==> src/rtl/dmx_pkg.sv <==
package dmx_pkg;

  typedef enum logic [1:0] {
    MODE_NONE   = 2'd0,
    MODE_SINGLE = 2'd1,
    MODE_DOUBLE = 2'd2,
    MODE_RECT   = 2'd3
  } dmx_mode_e;

  typedef enum logic [2:0] {
    SQ_IDLE,
    SQ_LOAD,
    SQ_MOVE,
    SQ_STEP,
    SQ_FIN
  } dmx_state_e;

  localparam int OFF_BASE_A = 0;
  localparam int OFF_COUNT  = 4;
  localparam int OFF_BASE_B = 8;
  localparam int OFF_CMD    = 12;
  localparam int OFF_CLEAR  = 16;

  localparam int CMD_LAST_BIT = 2;
  localparam int CMD_DIR_BIT  = 3;
  localparam int CNT_HI_LSB   = 16;

endpackage

==> src/rtl/dmx_regs.sv <==
module dmx_regs
  import dmx_pkg::*;
#(
  parameter int ADDR_W = 32,
  parameter int LEN_W  = 13,
  parameter int OFF_W  = 5
) (
  input  logic              clk,
  input  logic              rst_n,
  input  logic              reg_wr,
  input  logic [OFF_W-1:0]  reg_off,
  input  logic [31:0]       reg_wdata,
  input  logic              busy,
  input  logic              seq_done,
  output logic              start,
  output logic [ADDR_W-1:0] run_base_a,
  output logic [ADDR_W-1:0] run_base_b,
  output logic [LEN_W-1:0]  run_len_a,
  output logic [LEN_W-1:0]  run_len_b,
  output dmx_mode_e         run_mode,
  output logic              run_dir,
  output logic              irq
);

  logic [ADDR_W-1:0] base_a_q, base_b_q;
  logic [31:0]       count_q;
  logic              run_last;
  logic              hit_cmd, hit_clr;

  assign hit_cmd = reg_wr && (reg_off == OFF_W'(OFF_CMD));
  assign hit_clr = reg_wr && (reg_off == OFF_W'(OFF_CLEAR)) && reg_wdata[0];
  assign start   = hit_cmd && !busy;

  always_ff @(posedge clk or negedge rst_n) begin
    if (!rst_n) begin
      base_a_q <= '0;
      base_b_q <= '0;
      count_q  <= '0;
    end else if (reg_wr) begin
      if (reg_off == OFF_W'(OFF_BASE_A)) base_a_q <= reg_wdata[ADDR_W-1:0];
      if (reg_off == OFF_W'(OFF_BASE_B)) base_b_q <= reg_wdata[ADDR_W-1:0];
      if (reg_off == OFF_W'(OFF_COUNT))  count_q  <= reg_wdata;
    end
  end

  always_ff @(posedge clk or negedge rst_n) begin
    if (!rst_n) begin
      run_base_a <= '0;
      run_base_b <= '0;
      run_len_a  <= '0;
      run_len_b  <= '0;
      run_mode   <= MODE_NONE;
      run_dir    <= 1'b0;
      run_last   <= 1'b0;
    end else if (start) begin
      run_base_a <= base_a_q;
      run_base_b <= base_b_q;
      run_len_a  <= count_q[LEN_W-1:0];
      run_len_b  <= count_q[CNT_HI_LSB +: LEN_W];
      run_mode   <= dmx_mode_e'(reg_wdata[1:0]);
      run_dir    <= reg_wdata[CMD_DIR_BIT];
      run_last   <= reg_wdata[CMD_LAST_BIT];
    end
  end

  always_ff @(posedge clk or negedge rst_n) begin
    if (!rst_n)                  irq <= 1'b0;
    else if (seq_done && run_last) irq <= 1'b1;
    else if (hit_clr)            irq <= 1'b0;
  end

endmodule

==> src/rtl/dmx_seq.sv <==
module dmx_seq
  import dmx_pkg::*;
#(
  parameter int ADDR_W = 32,
  parameter int LEN_W  = 13
) (
  input  logic              clk,
  input  logic              rst_n,
  input  logic              start,
  input  logic [ADDR_W-1:0] run_base_a,
  input  logic [ADDR_W-1:0] run_base_b,
  input  logic [LEN_W-1:0]  run_len_a,
  input  logic [LEN_W-1:0]  run_len_b,
  input  dmx_mode_e         run_mode,
  input  logic              fire,
  output logic              active,
  output logic              busy,
  output logic              seq_done,
  output logic [ADDR_W-1:0] cur_addr
);

  dmx_state_e        state;
  logic              seg_b;
  logic [LEN_W-1:0]  remain;
  logic [LEN_W-1:0]  lines_left;
  logic [ADDR_W-1:0] line_base;

  function automatic logic [ADDR_W-1:0] next_line(input logic [ADDR_W-1:0] base,
                                                  input logic [ADDR_W-1:0] stride);
    return base + stride;
  endfunction

  function automatic logic rect_empty(input logic [LEN_W-1:0] width,
                                      input logic [LEN_W-1:0] lines);
    return (width == '0) || (lines == '0);
  endfunction

  assign active   = (state == SQ_MOVE);
  assign busy     = (state != SQ_IDLE);
  assign seq_done = (state == SQ_FIN);

  always_ff @(posedge clk or negedge rst_n) begin
    if (!rst_n) begin
      state      <= SQ_IDLE;
      seg_b      <= 1'b0;
      remain     <= '0;
      lines_left <= '0;
      line_base  <= '0;
      cur_addr   <= '0;
    end else begin
      unique case (state)
        SQ_IDLE: if (start) state <= SQ_LOAD;
        SQ_LOAD: begin
          seg_b      <= 1'b0;
          line_base  <= run_base_a;
          cur_addr   <= run_base_a;
          remain     <= run_len_a;
          lines_left <= (run_mode == MODE_RECT) ? run_len_b : LEN_W'(1);
          if (run_mode == MODE_NONE)                                    state <= SQ_FIN;
          else if (run_mode == MODE_RECT && rect_empty(run_len_a, run_len_b)) state <= SQ_FIN;
          else if (run_len_a == '0)                                     state <= SQ_STEP;
          else                                                          state <= SQ_MOVE;
        end
        SQ_MOVE: if (fire) begin
          cur_addr <= cur_addr + ADDR_W'(1);
          remain   <= remain - LEN_W'(1);
          if (remain == LEN_W'(1)) state <= SQ_STEP;
        end
        SQ_STEP: begin
          if (run_mode == MODE_DOUBLE && !seg_b) begin
            seg_b    <= 1'b1;
            cur_addr <= run_base_b;
            remain   <= run_len_b;
            state    <= (run_len_b == '0) ? SQ_FIN : SQ_MOVE;
          end else if (run_mode == MODE_RECT && lines_left > LEN_W'(1)) begin
            line_base  <= next_line(line_base, run_base_b);
            cur_addr   <= next_line(line_base, run_base_b);
            lines_left <= lines_left - LEN_W'(1);
            remain     <= run_len_a;
            state      <= SQ_MOVE;
          end else begin
            state <= SQ_FIN;
          end
        end
        SQ_FIN:  state <= SQ_IDLE;
        default: state <= SQ_IDLE;
      endcase
    end
  end

endmodule

==> src/rtl/dmx_port.sv <==
module dmx_port #(
  parameter int DATA_W = 8
) (
  input  logic              active,
  input  logic              dir_in,
  input  logic              mem_gnt,
  input  logic [DATA_W-1:0] mem_rdata,
  input  logic              per_out_ready,
  input  logic              per_in_valid,
  input  logic [DATA_W-1:0] per_in_data,
  output logic              mem_req,
  output logic              mem_we,
  output logic [DATA_W-1:0] mem_wdata,
  output logic              per_out_valid,
  output logic [DATA_W-1:0] per_out_data,
  output logic              per_in_ready,
  output logic              fire
);

  logic side_ok;

  assign side_ok       = dir_in ? per_in_valid : per_out_ready;
  assign mem_req       = active && side_ok;
  assign mem_we        = dir_in;
  assign mem_wdata     = per_in_data;
  assign fire          = mem_req && mem_gnt;
  assign per_out_valid = fire && !dir_in;
  assign per_out_data  = mem_rdata;
  assign per_in_ready  = fire && dir_in;

endmodule

==> src/rtl/dmx_channel.sv <==
module dmx_channel
  import dmx_pkg::*;
#(
  parameter int ADDR_W = 32,
  parameter int LEN_W  = 13,
  parameter int DATA_W = 8,
  parameter int OFF_W  = 5
) (
  input  logic              clk,
  input  logic              rst_n,
  input  logic              reg_wr,
  input  logic [OFF_W-1:0]  reg_off,
  input  logic [31:0]       reg_wdata,
  output logic              busy,
  output logic              irq,
  output logic              mem_req,
  output logic              mem_we,
  output logic [ADDR_W-1:0] mem_addr,
  output logic [DATA_W-1:0] mem_wdata,
  input  logic [DATA_W-1:0] mem_rdata,
  input  logic              mem_gnt,
  output logic              per_out_valid,
  input  logic              per_out_ready,
  output logic [DATA_W-1:0] per_out_data,
  input  logic              per_in_valid,
  output logic              per_in_ready,
  input  logic [DATA_W-1:0] per_in_data
);

  logic              start, seq_done, active, fire, run_dir;
  logic [ADDR_W-1:0] run_base_a, run_base_b;
  logic [LEN_W-1:0]  run_len_a, run_len_b;
  dmx_mode_e         run_mode;

  dmx_regs #(.ADDR_W(ADDR_W), .LEN_W(LEN_W), .OFF_W(OFF_W)) u_regs (
    .clk(clk), .rst_n(rst_n), .reg_wr(reg_wr), .reg_off(reg_off),
    .reg_wdata(reg_wdata), .busy(busy), .seq_done(seq_done), .start(start),
    .run_base_a(run_base_a), .run_base_b(run_base_b), .run_len_a(run_len_a),
    .run_len_b(run_len_b), .run_mode(run_mode), .run_dir(run_dir), .irq(irq)
  );

  dmx_seq #(.ADDR_W(ADDR_W), .LEN_W(LEN_W)) u_seq (
    .clk(clk), .rst_n(rst_n), .start(start), .run_base_a(run_base_a),
    .run_base_b(run_base_b), .run_len_a(run_len_a), .run_len_b(run_len_b),
    .run_mode(run_mode), .fire(fire), .active(active), .busy(busy),
    .seq_done(seq_done), .cur_addr(mem_addr)
  );

  dmx_port #(.DATA_W(DATA_W)) u_port (
    .active(active), .dir_in(run_dir), .mem_gnt(mem_gnt), .mem_rdata(mem_rdata),
    .per_out_ready(per_out_ready), .per_in_valid(per_in_valid),
    .per_in_data(per_in_data), .mem_req(mem_req), .mem_we(mem_we),
    .mem_wdata(mem_wdata), .per_out_valid(per_out_valid),
    .per_out_data(per_out_data), .per_in_ready(per_in_ready), .fire(fire)
  );

endmodule

==> config.mk <==
export PLATFORM = sky130hd
export DESIGN_NAME = dmx_channel
export DESIGN_NICKNAME = d
export VERILOG_FILES = /design/src/rtl/dmx_pkg.sv /design/src/rtl/dmx_regs.sv /design/src/rtl/dmx_seq.sv /design/src/rtl/dmx_port.sv /design/src/rtl/dmx_channel.sv
export SDC_FILE = /design/constraint.sdc
export NUM_CORES = 1
export LEC_CHECK = 0
export ABC_AREA = 1
export BUFFER_PORTS_ARGS = -buffer_cell sky130_fd_sc_hd__buf_2
export CAP_MARGIN = 20
export CORE_MARGIN = 8
export CORE_UTILIZATION = 55
export DETAILED_ROUTE_END_ITERATION = 12
export HOLD_SLACK_MARGIN = 0.05
export PLACE_DENSITY = 0.77
export SYNTH_ARGS = -nofsm -noshare
export SYNTH_HDL_FRONTEND = slang
export SYNTH_SLANG_ARGS = --single-unit
==> constraint.sdc <==
create_clock -name clk -period 2.05 [get_ports clk]
set_input_delay 0.3075 -clock clk [delete_from_list [all_inputs] [get_ports clk]]
set_output_delay 0.3075 -clock clk [all_outputs]
set_load 0.03 [all_outputs]
# == After elaboration in Yosys (flattened, before gate mapping) ==
# Index checks and enable logic that the tools add are counted.
# op_classes
add_sub_neg,4
magnitude_cmp,1
n_eq_ne,18
n_mux,29
n_reduce_logical,32
# op_table
cell,count
$mux W32,4
$pmux W32 S3,1
$mux W13,6
$pmux W32 S2,1
$pmux W13 S3,1
$add A32 B1 Y32 const B,1
$add A32 B32 Y32,1
$logic_not A13 Y1,2
$pmux W13 S2,1
$sub A13 B1 Y13 const B,2
$mux W3,8
$eq A13 B1 Y1 const B,1
$gt A13 B1 Y1 const B,1
$logic_and A1 B1 Y1,12
$pmux W3 S4,1
$eq A5 B4 Y1 const B,2
$reduce_and A3 Y1,3
$ne A2 B2 Y1 const B,4
$reduce_and A2 Y1,4
$eq A3 B2 Y1 const B,2
$reduce_bool A3 Y1,2
$eq A5 B3 Y1 const B,1
$eq A5 B5 Y1 const B,1
$logic_not A5 Y1,1
12 further kinds,21
# totals
regBits,282
inputBits,59
wordCells,101

# == Longest topological paths before layout ==
# Gate-level depths: netlist of the first run.
# logic_depth
word_depth,6
ltp_mapped,15
depth_no_buf,15

# == Hierarchy ==
# Synthesis of the first run repeated with hierarchy kept, for this count alone.
# unflattened
hier_cells,2337
area_unflattened_um2,16394.5
# modules_own_cells
module,instances,cells_per_inst,area_per_inst_um2,seq_area_each_um2
dmx_seq,1,1492,8928.6,2352.3
dmx_regs,1,819,7294.5,4629.4
dmx_port,1,26,171.4,0.0

# == Worst setup path before layout of the first run ==
# OpenSTA, ideal clock, no wires.
# synth_path
path_type,register to register
from,reg u_regs.run_base_b[0]
to,reg u_seq.line_base[26]
setup_ns,0.123
arrival_ns,1.804
required_ns,1.927
setup_slack_ns,0.123
path_stages_with_launch,15
n_path_buf,0
cell_sequence,dfrtp_1 ha_1 fa_1 nand2_1 nand2_1 nand3b_1 nand2_1 nand2_1 nand2_1 nand2_1 nand2_1 nand2_1 nand2_1 o21ai_0 nand2_1
# synth_via
elab_chain_len,4
# synth_lines
item,line_no,rtl
"start, declared",dmx_regs.sv:17,"output logic [ADDR_W-1:0] run_base_b,"
"start signal, assigned",dmx_regs.sv:57,run_base_b <= base_b_q;
$add A32 B32 Y32,dmx_seq.sv:30,return base + stride;
$mux W32,dmx_seq.sv:75,end else if (run_mode == MODE_RECT && lines_left > LEN_W'(1)) begin
$mux W32,dmx_seq.sv:70,if (run_mode == MODE_DOUBLE && !seg_b) begin
$pmux W32 S2,dmx_seq.sv:51,unique case (state)
"end signal, assigned",dmx_seq.sv:55,line_base <= run_base_a;
"end signal, assigned",dmx_seq.sv:76,"line_base <= next_line(line_base, run_base_b);"
"end, declared",dmx_seq.sv:26,logic [ADDR_W-1:0] line_base;
# Every way passes these cells. The select of a mux whose other input is x is not followed.
# A chain may end at the register's enable or synchronous reset.

# == Worst setup path after layout of the first run ==
# layout_path
from,reg u_seq.state[2]
to,out per_in_ready
# layout_via
elab_chain_len,4
# layout_lines
item,line_no,rtl
"start, declared",dmx_seq.sv:22,dmx_state_e state;
"start signal, assigned",dmx_seq.sv:74,state <= (run_len_b == '0) ? SQ_FIN : SQ_MOVE;
$eq A3 B2 Y1,dmx_seq.sv:38,assign active = (state == SQ_MOVE);
$logic_and A1 B1 Y1,dmx_port.sv:23,assign mem_req = active && side_ok;
$logic_and A1 B1 Y1,dmx_port.sv:26,assign fire = mem_req && mem_gnt;
$logic_and A1 B1 Y1,dmx_port.sv:29,assign per_in_ready = fire && dir_in;
"end, declared",dmx_channel.sv:26,"output logic per_in_ready,"
# Every way passes these cells.

==> reports/metrics.yaml, run 1 <==
outcome: "complete, but fails checks"
violations: "setup timing"
grt_pass1_vias: 14400
hold_class: "primary input to flip-flop"
fp.dieH_um: 184
drt-total-wl_um: 50400
crit_path_end_kind: "output pin"
drv_cap: 0
setup-tns-final_ns: -0.622
die_w_um: 184
fp.coreArea_um2: 27900
min_path_cells: 3
dp.final_hpwl_um: 36600
ff2ff_setup_slack_ns: -0.07
antenna_found_initial: 0
syn_to_final_growth_pct: 25.1
use_met1_pct: 40.7
slew_headroom_pct: 56.1
dpl.cell_count: 2583
clk_latency_ns: 0.57
drt_iter0_drc: 1537
syn_avg_cell_area_um2: 7.58
cts_tree: "done"
start_util_pct: 56.0
htree_levels: 1
diodes: 0
finalClockSkew_ns: 0.0211
max_freq_mhz: 465
syn_area_um2: 15600
drive_gt1_share_pct: 24.2
die-area_um2: 34000
ir_drop_mv: 0.868
postRouteAntennaNets: 0
fin_nets: 2353
grt_max_degree: 87
ys_top_cells_by_count: "nand2_1, dfrtp_1, nor2_1, inv_1, o21ai_0"
vias: 15100
use_met2_pct: 45.2
min_period_ns: 2.15
setup_viol: 16
whs_endpoint: "u_regs.count_q[12]"
place_area_um2: 17400
clock_sinks: 279
rows: 61
rsz0062_at_grt: "true"
fin_crit_sh_pct: 105
cp.arrival_ns: 1.84
numCtsBuffers: 30
grt_pass1_wl_um: 77100
totalPowerFinal_uw: 26000
synth-edff-count: 0
final_cells: 2655
power.density_nw_per_um2: 1340
stdcell_area_um2: 19500
grt_util_met3_pct: 4.19
yosys_warnings: 0
yosys.area.top_type: "dfrtp_1"
wl_per_cell_um: 19.0
p_leak_uw: 0.00976
grt.overflow.total: 0
hold_viol: 0
synth_ff_type: "dfrtp_1"
multi_input_area_um2: 8200
critical_path.startpoint_type: "flip-flop"
yosysMostFrequentCell: "nand2_1"
via_per_inst: 5.68
cts_root_buffer: "clkbuf_16"
syn_inst: 2058
synth.area.top_cells: "dfrtp_1, nand2_1, nor2_1"
synth-seq-cells: 279
n_fill_cell: 2196
worst_slew_pin_slew_ns: 0.658
synth_top_cell_area_share_pct: 44.8
r2r_cells: 14
synth_seq_area_share_pct: 44.8
io_pins: 113
path_clk_slew_ns: 0.06
drv_slew: 0
synth_fp_nets: 2154
seq_area_um2: 6990
drc: 0
cp_max_fo: 3
dpl_worst_slack_ns: -0.278
r2r_start: "u_seq.line_base[0]"
io_buffers: 80
required_ns: 1.74
finalWorstSetupSlack_ns: -0.0986
async_flop_share_pct: 100
critPathKind: "flip-flop to output pin"
grt-busiest-layer: "met2"
r2r_end: "u_seq.line_base[20]"
gp_congestion: 0.973
dr.pass1.iters: 5
hold_start: "reg_wdata[12]"
grt_util_all_layers_pct: 28.7
clockBufferDepth: 3
ys_types: 44
[critical path, stage by stage, from the launching register on]
cell,delay [ns]
dfrtp_1,0.39
inv_2,0.09
nand2_4,0.07
nor2_4,0.19
and3_4,0.24
inv_4,0.05
nor2_4,0.10
buf_6,0.13
[cells by family after synthesis]
group,after synthesis,share of synthesized area [%]
buf+inv,320,8.38
xor+xnor,21,1.18
mux,65,4.69
simple gates,974,25.4
flops,279,44.8
fa+ha+maj,37,3.02
compound gates,362,12.5
[registers in the layout, indices dropped and copies added, names as in the netlist]
signal and cells:
u_regs.irq 1, u_seq.lines_left 13, u_seq.line_base 32, u_regs.base_b_q 32, u_seq.remain 13, u_seq.state 3, u_regs.count_q 26, u_regs.run_len_a 13
u_seq.seg_b 1, u_regs.run_base_b 32, u_regs.run_last 1, u_regs.run_dir 1, u_regs.run_len_b 13, u_regs.base_a_q 32, u_regs.run_base_a 32, u_regs.run_mode 2
u_seq.cur_addr 32
[placed cells by master (no fill, tap or decap), drive strengths merged, types with 2 or more instances in the layout]
cell type,n
nand2,551
bufinv,4
or2,5
o221ai,3
a21oi,119
ha,36
nand3,89
o211ai,3
o21ai,181
nor3,27
clkbuf,42
inv,234
a21o,3
o21bai,8
xnor2,4
xor2,17
nand3b,11
clkinvlp,2
nand4,25
clkinv,6
dlygate4sd3,7
nor2,257
buf,244
a22oi,7
o22ai,13
mux2,65
a31oi,19
dfrtp,279
nor4,6
o31ai,3
[cell type report]
class / count / share of cell area [%]
timing repair buffer: 252 / 10.0
sequential: 279 / 35.8
tap: 378 / 2.42
multi-input combinational: 1459 / 42.0
clock buffer: 41 / 4.21
inverter: 235 / 4.56
clock inverter: 11 / 0.898
[per-stage QoR]
step,util (%),hold WS (ns)
after floorplan,-,0.0119
after global placement,62.5,0.283
after detailed placement,62.5,0.289
after CTS,66.9,0.0682
after global routing,70.0,0.0753
final,70.0,0.0760
[power breakdown]
| part | internal (µW) | switching, µW |
|---|---|---|
| logic | 4710 | 7070 |
| clock network | 3300 | 2250 |
| registers | 7120 | 1590 |
[per-layer routing]
| layer | part of all wire (%) | vias up |
|---|---|---|
| met3 | 8.9 | 102 |
| met1 | 43 | 7277 |
| met4 | 2.7 | 0 |
| met5 | 0 | - |
| li1 | - | 7058 |
| met2 | 45 | 635 |
[how the worst max path moves through the flow]
stage	start	to
6_report	u_seq.state[2]	per_in_ready
3_5_place_dp	u_regs.run_base_b[0]	u_seq.cur_addr[16]
2_1_floorplan	u_regs.run_base_b[0]	u_seq.line_base[26]
4_1_cts	u_seq.line_base[0]	u_seq.line_base[28]
3_3_place_gp	u_regs.run_base_b[0]	u_seq.cur_addr[16]
5_1_grt	u_seq.line_base[0]	u_seq.line_base[20]
[timing repair]
item	in CTS	in global routing
pin swaps	19	49
hold endpoints to repair	61	0
resized for setup	39	200
hold buffers	7	0
buffers inserted	7	7
setup endpoints to repair	60	91
Note: power is estimated with default switching activity, not from simulation.
==> inputs of run 2 (changes only) <==
--- a/config.mk
+++ b/config.mk
@@ -9,10 +9,11 @@
 export BUFFER_PORTS_ARGS = -buffer_cell sky130_fd_sc_hd__buf_2
 export CAP_MARGIN = 20
 export CORE_MARGIN = 8
-export CORE_UTILIZATION = 55
+export CORE_UTILIZATION = 56
 export DETAILED_ROUTE_END_ITERATION = 12
 export HOLD_SLACK_MARGIN = 0.05
-export PLACE_DENSITY = 0.77
+export PLACE_DENSITY = 0.78
 export SYNTH_ARGS = -nofsm -noshare
 export SYNTH_HDL_FRONTEND = slang
+export SYNTH_HIERARCHICAL = 1
 export SYNTH_SLANG_ARGS = --single-unit
==> reports/metrics.yaml, run 2 <==
die-area_um2: 35000
clock_sinks: 279
yosys.area.top_type: "dfrtp_1"
finalWorstSetupSlack_ns: -0.00991
critical_path.startpoint_type: "flip-flop"
path_clk_slew_ns: 0.06
cts_tree: "done"
internal-power_uw: 15500
dpl_worst_slack_ns: -0.261
dp.final_hpwl_um: 43100
critPathKind: "flip-flop to output pin"
required_ns: 1.74
fin_nets: 2642
yosysMostFrequentCell: "nand2_1"
worst_slew_pin_slew_ns: 0.615
clk_latency_ns: 0.57
crit_path_end_kind: "output pin"
clockBufferDepth: 3
cp.arrival_ns: 1.75
pwr-share-clk_pct: 21.4
diodes: 0
io_buffers: 80
yosys_warnings: 6
drv_cap: 0
dr.pass1.iters: 5
cp_max_fo: 3
setup-tns-final_ns: -0.00991
synth_top_cell_area_share_pct: 42.6
vias: 17700
violations: "setup timing"
fp.coreArea_um2: 28800
syn_to_final_growth_pct: 27.2
hold_class: "primary input to flip-flop"
synth_ff_type: "dfrtp_1"
comb_power_share_pct: 47.2
synth_fp_nets: 2433
grt_util_all_layers_pct: 33.4
grt_pass1_wl_um: 93700
fin_crit_sh_pct: 100
finalClockSkew_ns: 0.0186
drt-total-wl_um: 61900
rows: 62
syn_area_um2: 16400
synth_seq_area_share_pct: 42.6
syn_avg_cell_area_um2: 7.02
pwr-share-seq_pct: 31.4
wl_per_cell_um: 21.0
min_period_ns: 2.06
syn_inst: 2337
setup_viol: 1
antenna_found_initial: 0
ys_types: 49
slew_headroom_pct: 58.7
layout_common_cells: "nand2_1, nand3_1, dfrtp_1, nor2_1, inv_1"
final_common_cell: "nand2_1"
synth.area.top_cells: "dfrtp_1, nand2_1, nand3_1"
drv_slew: 0
htree_levels: 1
synth-seq-cells: 279
synth-edff-count: 0
fp.dieH_um: 187
hold_viol: 0
numCtsBuffers: 31
gp_congestion: 0.989
via_per_inst: 6.00
postRouteAntennaNets: 0
power.density_nw_per_um2: 1330
ir_drop_mv: 0.944
p_leak_uw: 0.0107
grt.overflow.total: 0
cts_root_buffer: "clkbuf_16"
drive_gt1_share_pct: 21.9
async_flop_share_pct: 100
swShare_pct: 44.1
start_util_pct: 57.0
grt_pass1_vias: 16300
drt_iter0_drc: 2391
switching_power_uw: 12200
max_freq_mhz: 485
drc: 0
rsz0062_at_grt: "true"
ys_top_cells_by_count: "nand2_1, nand3_1, dfrtp_1, nor2_1, inv_1"
grt_max_degree: 70
outcome: "complete, but fails checks"
die_w_um: 187
io_pins: 113
totalPowerFinal_uw: 27700
run 2: cell types whose count changed after synthesis, moves of 29 or more:
cell and delta:
buf_2 +37, o21ai_0 -98, inv_1 -49, nand3_1 +226
nand2_1 +250, mux2_2 -65, nor2_1 -29
run 2: worst max-delay path, stage by stage, from the launching register on:
cell and delay [ns]:
dfrtp_1 0.39, nor2_2 0.13, nand2_1 0.11, inv_2 0.12, buf_12 0.10, a21boi_1 0.16
buf_4 0.18
run 2: through the flow:
step / util [%] / area [µm²] / hold slack [ns] / cells
after floorplan: - / 16400 / 0.0119 / 2337
final: 72.4 / 20800 / 0.0625 / 2951
after detailed placement: 63.4 / 18200 / 0.270 / 2850
after global placement: 63.4 / 18200 / 0.268 / 2850
after global routing: 72.4 / 20800 / 0.0638 / 2951
after CTS: 69.0 / 19900 / 0.0529 / 2939
run 2: layer usage:
metal	vias to the layer above	wire, µm	GRT usage [%]
met2	1093	27400	50.9
met3	154	6640	5.93
met4	0	2020	9.19
met5	-	0	0
li1	7985	-	-
met1	8474	25800	48.4
run 2: timing repair:
action,in CTS,in global routing
endpoints found under the setup margin,46,74
hold buffers,30,0
buffers inserted,4,12
gates cloned,1,1
pin swaps,12,62
resized for setup,54,219
hold endpoints to repair,122,0
run 2: cell type report:
type | count | area [µm²]
clock buffers | 42 | 867
clock inverters | 12 | 201
fillers | 2253 | 7930
inverters | 189 | 719
multi-input cells | 1748 | 9090
flip-flops and latches | 279 | 6990
well taps | 384 | 480
repair buffers | 297 | 2500
run 2: power by group through the flow:
stage | Clock (µW) | Combinational (µW) | Sequential, µW
after global routing | 6160 | 14000 | 8820
after floorplan | 0 | 6500 | 8690
after global placement | 0 | 11000 | 8480
after detailed placement | 0 | 11200 | 8560
final | 5920 | 13000 | 8700
after CTS | 5960 | 11700 | 8500
run 2: cells by family after synthesis:
| group | after synthesis | synth area share [%] |
|---|---|---|
| compound gates | 262 | 8.67 |
| fa+ha+maj | 37 | 2.87 |
| flops | 279 | 42.6 |
| xor+xnor | 20 | 1.07 |
| buf+inv | 310 | 8.16 |
| simple gates | 1429 | 36.6 |
run 2: final timing paths:
kind	startpoint	end	slack (ns)	cells past startpoint
setup / recovery	u_seq/state[0]	mem_req	-0.01	6
hold / removal	reg_wdata[1]	u_regs/base_a_q[1]	0.06	3
setup reg to reg	u_regs/run_base_b[4]	u_seq/cur_addr[9]	0.01	14
hold reg to reg	u_regs/run_base_a[25]	u_regs/run_base_a[25]	0.47	2
max in group asynchronous	rst_n	u_seq/line_base[27]	1.07	3
min in group asynchronous	rst_n	u_seq/lines_left[1]	0.25	2
==> inputs of run 3 (changes only) <==
--- a/config.mk
+++ b/config.mk
@@ -9,10 +9,11 @@
 export BUFFER_PORTS_ARGS = -buffer_cell sky130_fd_sc_hd__buf_2
 export CAP_MARGIN = 20
 export CORE_MARGIN = 8
-export CORE_UTILIZATION = 56
+export CORE_UTILIZATION = 57
+export CTS_BUF_LIST = sky130_fd_sc_hd__clkbuf_4
 export DETAILED_ROUTE_END_ITERATION = 12
 export HOLD_SLACK_MARGIN = 0.05
-export PLACE_DENSITY = 0.78
+export PLACE_DENSITY = 0.79
 export SYNTH_ARGS = -nofsm -noshare
 export SYNTH_HDL_FRONTEND = slang
 export SYNTH_HIERARCHICAL = 1
==> reports/metrics.yaml, run 3 (synthesized netlist as in run 2, its figures left out) <==
use_met2_pct: 53.6
finalClockSkew_ns: 0.0779
hold_viol: 0
drv_slew: 0
switching_power_uw: 13200
grt_pass1_vias: 17400
postRouteAntennaNets: 0
fin_crit_sh_pct: 109
cts_root_buffer: "clkbuf_4"
drv_cap: 0
via_per_inst: 6.06
start_util_pct: 57.4
grt_max_degree: 100
fp.dieH_um: 186
crit_path_end_kind: "flip-flop"
holdWs_ns: 0.133
violations: "setup timing"
r2r_start: "u_seq/line_base[0]"
ir_drop_mv: 0.700
clk_latency_ns: 0.77
internal-power_uw: 15400
pwr-share-seq_pct: 30.3
drc: 0
n_fill_cell: 2098
setup_viol: 55
hold_class: "primary input to asynchronous set/reset pin"
crit_buf_inv: 2
grt_pass1_wl_um: 94700
totalPowerFinal_uw: 28600
clockBufferDepth: 3
critPathTopFamily: "adder cells"
die_w_um: 186
fp.coreArea_um2: 28500
path_clk_slew_ns: 0.07
ff2ff_setup_slack_ns: -0.18
io_pins: 113
cp_cell_sequence: "ha_2, fa_2, nand3_2, nand2_4, buf_6, xnor2_2, nand2_1, nand2_1, inv_2, a21oi_1, a21oi_1"
cp.arrival_ns: 2.81
htree_levels: 3
drive_gt1_share_pct: 27.3
antenna_found_initial: 1
cts_tree: "done"
power.density_nw_per_um2: 1310
die-area_um2: 34400
grt_util_all_layers_pct: 35.5
syn_to_final_growth_pct: 32.9
critical_path.startpoint_type: "flip-flop"
comb_power_share_pct: 51.3
required_ns: 2.63
grt_util_met3_pct: 9.41
drt-total-wl_um: 66900
max_freq_mhz: 449
finalWorstSetupSlack_ns: -0.178
layout_common_cells: "nand2_1, nand3_1, dfrtp_1, nor2_1, buf_4"
io_buffers: 80
grt-busiest-layer: "met2"
slew_headroom_pct: 58.6
critPathKind: "flip-flop to flip-flop"
fin_nets: 2750
r2r_end: "u_seq/line_base[4]"
max_stage_delay_ns: 0.40
numCtsBuffers: 78
gp_congestion: 1.02
r2r_cells: 11
clock_sinks: 279
setup-tns-final_ns: -2.98
wl_per_cell_um: 21.7
vias: 18700
rows: 62
final_common_cell: "nand2_1"
dr.pass1.iters: 7
p_leak_uw: 0.0113
outcome: "complete, but fails checks"
rsz0062_at_grt: "true"
pwr-share-clk_pct: 18.4
worst_slew_pin_slew_ns: 0.622
cp_max_fo: 3
grt.overflow.total: 0
place_area_um2: 18400
cpMaxStageDelayCell: "dfrtp_1"
stdcell_area_um2: 21800
dp.final_hpwl_um: 42200
use_met1_pct: 46.7
drt_iter0_drc: 2809
swShare_pct: 46.2
min_period_ns: 2.23
run 3: cell types whose count changed in the layout (fill, tap and decap cells not counted), sizes merged:
cell         change
diode            +1
buf             +46
bufinv           -3
dlygate4sd3      +7
clkinv          +10
clkbuf          +75
run 3: worst max path at each step:
stage	start	depth (start not counted)	to
2_1_floorplan	u_seq/state[2]	13	u_seq/cur_addr[26]
3_3_place_gp	u_regs/run_base_b[16]	13	u_seq/cur_addr[19]
3_5_place_dp	u_regs/run_base_b[16]	14	u_seq/line_base[27]
4_1_cts	u_seq/state[2]	6	mem_req
5_1_grt	u_seq/state[2]	11	u_regs/run_len_b[2]
6_report	u_seq/line_base[0]	11	u_seq/line_base[4]
run 3: through the flow:
step,util [%],std cells,setup slack [ns]
floorplan,-,2337,0.0798
global placement,64.4,2875,-0.174
detailed placement,64.4,2875,-0.187
CTS,70.7,3049,-0.126
global route,76.3,3087,-0.181
finish,76.3,3087,-0.178
run 3: timing repair:
| action | 4_1_cts | 5_1_grt |
|---|---|---|
| gates cloned | 2 | 12 |
| hold buffers | 37 | 0 |
| resized for setup | 69 | 292 |
| pin swaps | 21 | 90 |
| endpoints found under the hold margin | 337 | 0 |
| setup endpoints to repair | 67 | 179 |
| buffers inserted | 8 | 25 |
run 3: per-layer routing:
| layer | vias to the layer above | routed length [µm] |
|---|---|---|
| met5 | - | 0 |
| met3 | 314 | 8200 |
| met2 | 1407 | 29500 |
| met1 | 8757 | 25200 |
| met4 | 0 | 4020 |
| li1 | 8221 | - |
run 3: layout make-up:
cell class	count	area, µm²	area share (%)
antenna	1	2.50	0.0115
clock buffer	109	818	3.76
clock inverter	19	144	0.661
inverter	189	734	3.37
multi-input combinational	1748	9410	43.2
sequential	279	6990	32.1
tap	384	480	2.21
timing repair buffer	358	3210	14.7
run 3: power by group through the flow:
stage | clock network (µW) | logic [µW] | registers [µW]
floorplan | 0 | 6500 | 8690
global placement | 0 | 11300 | 8390
detailed placement | 0 | 11500 | 8460
CTS | 5250 | 12200 | 8440
global route | 5590 | 15600 | 8760
finish | 5270 | 14700 | 8670
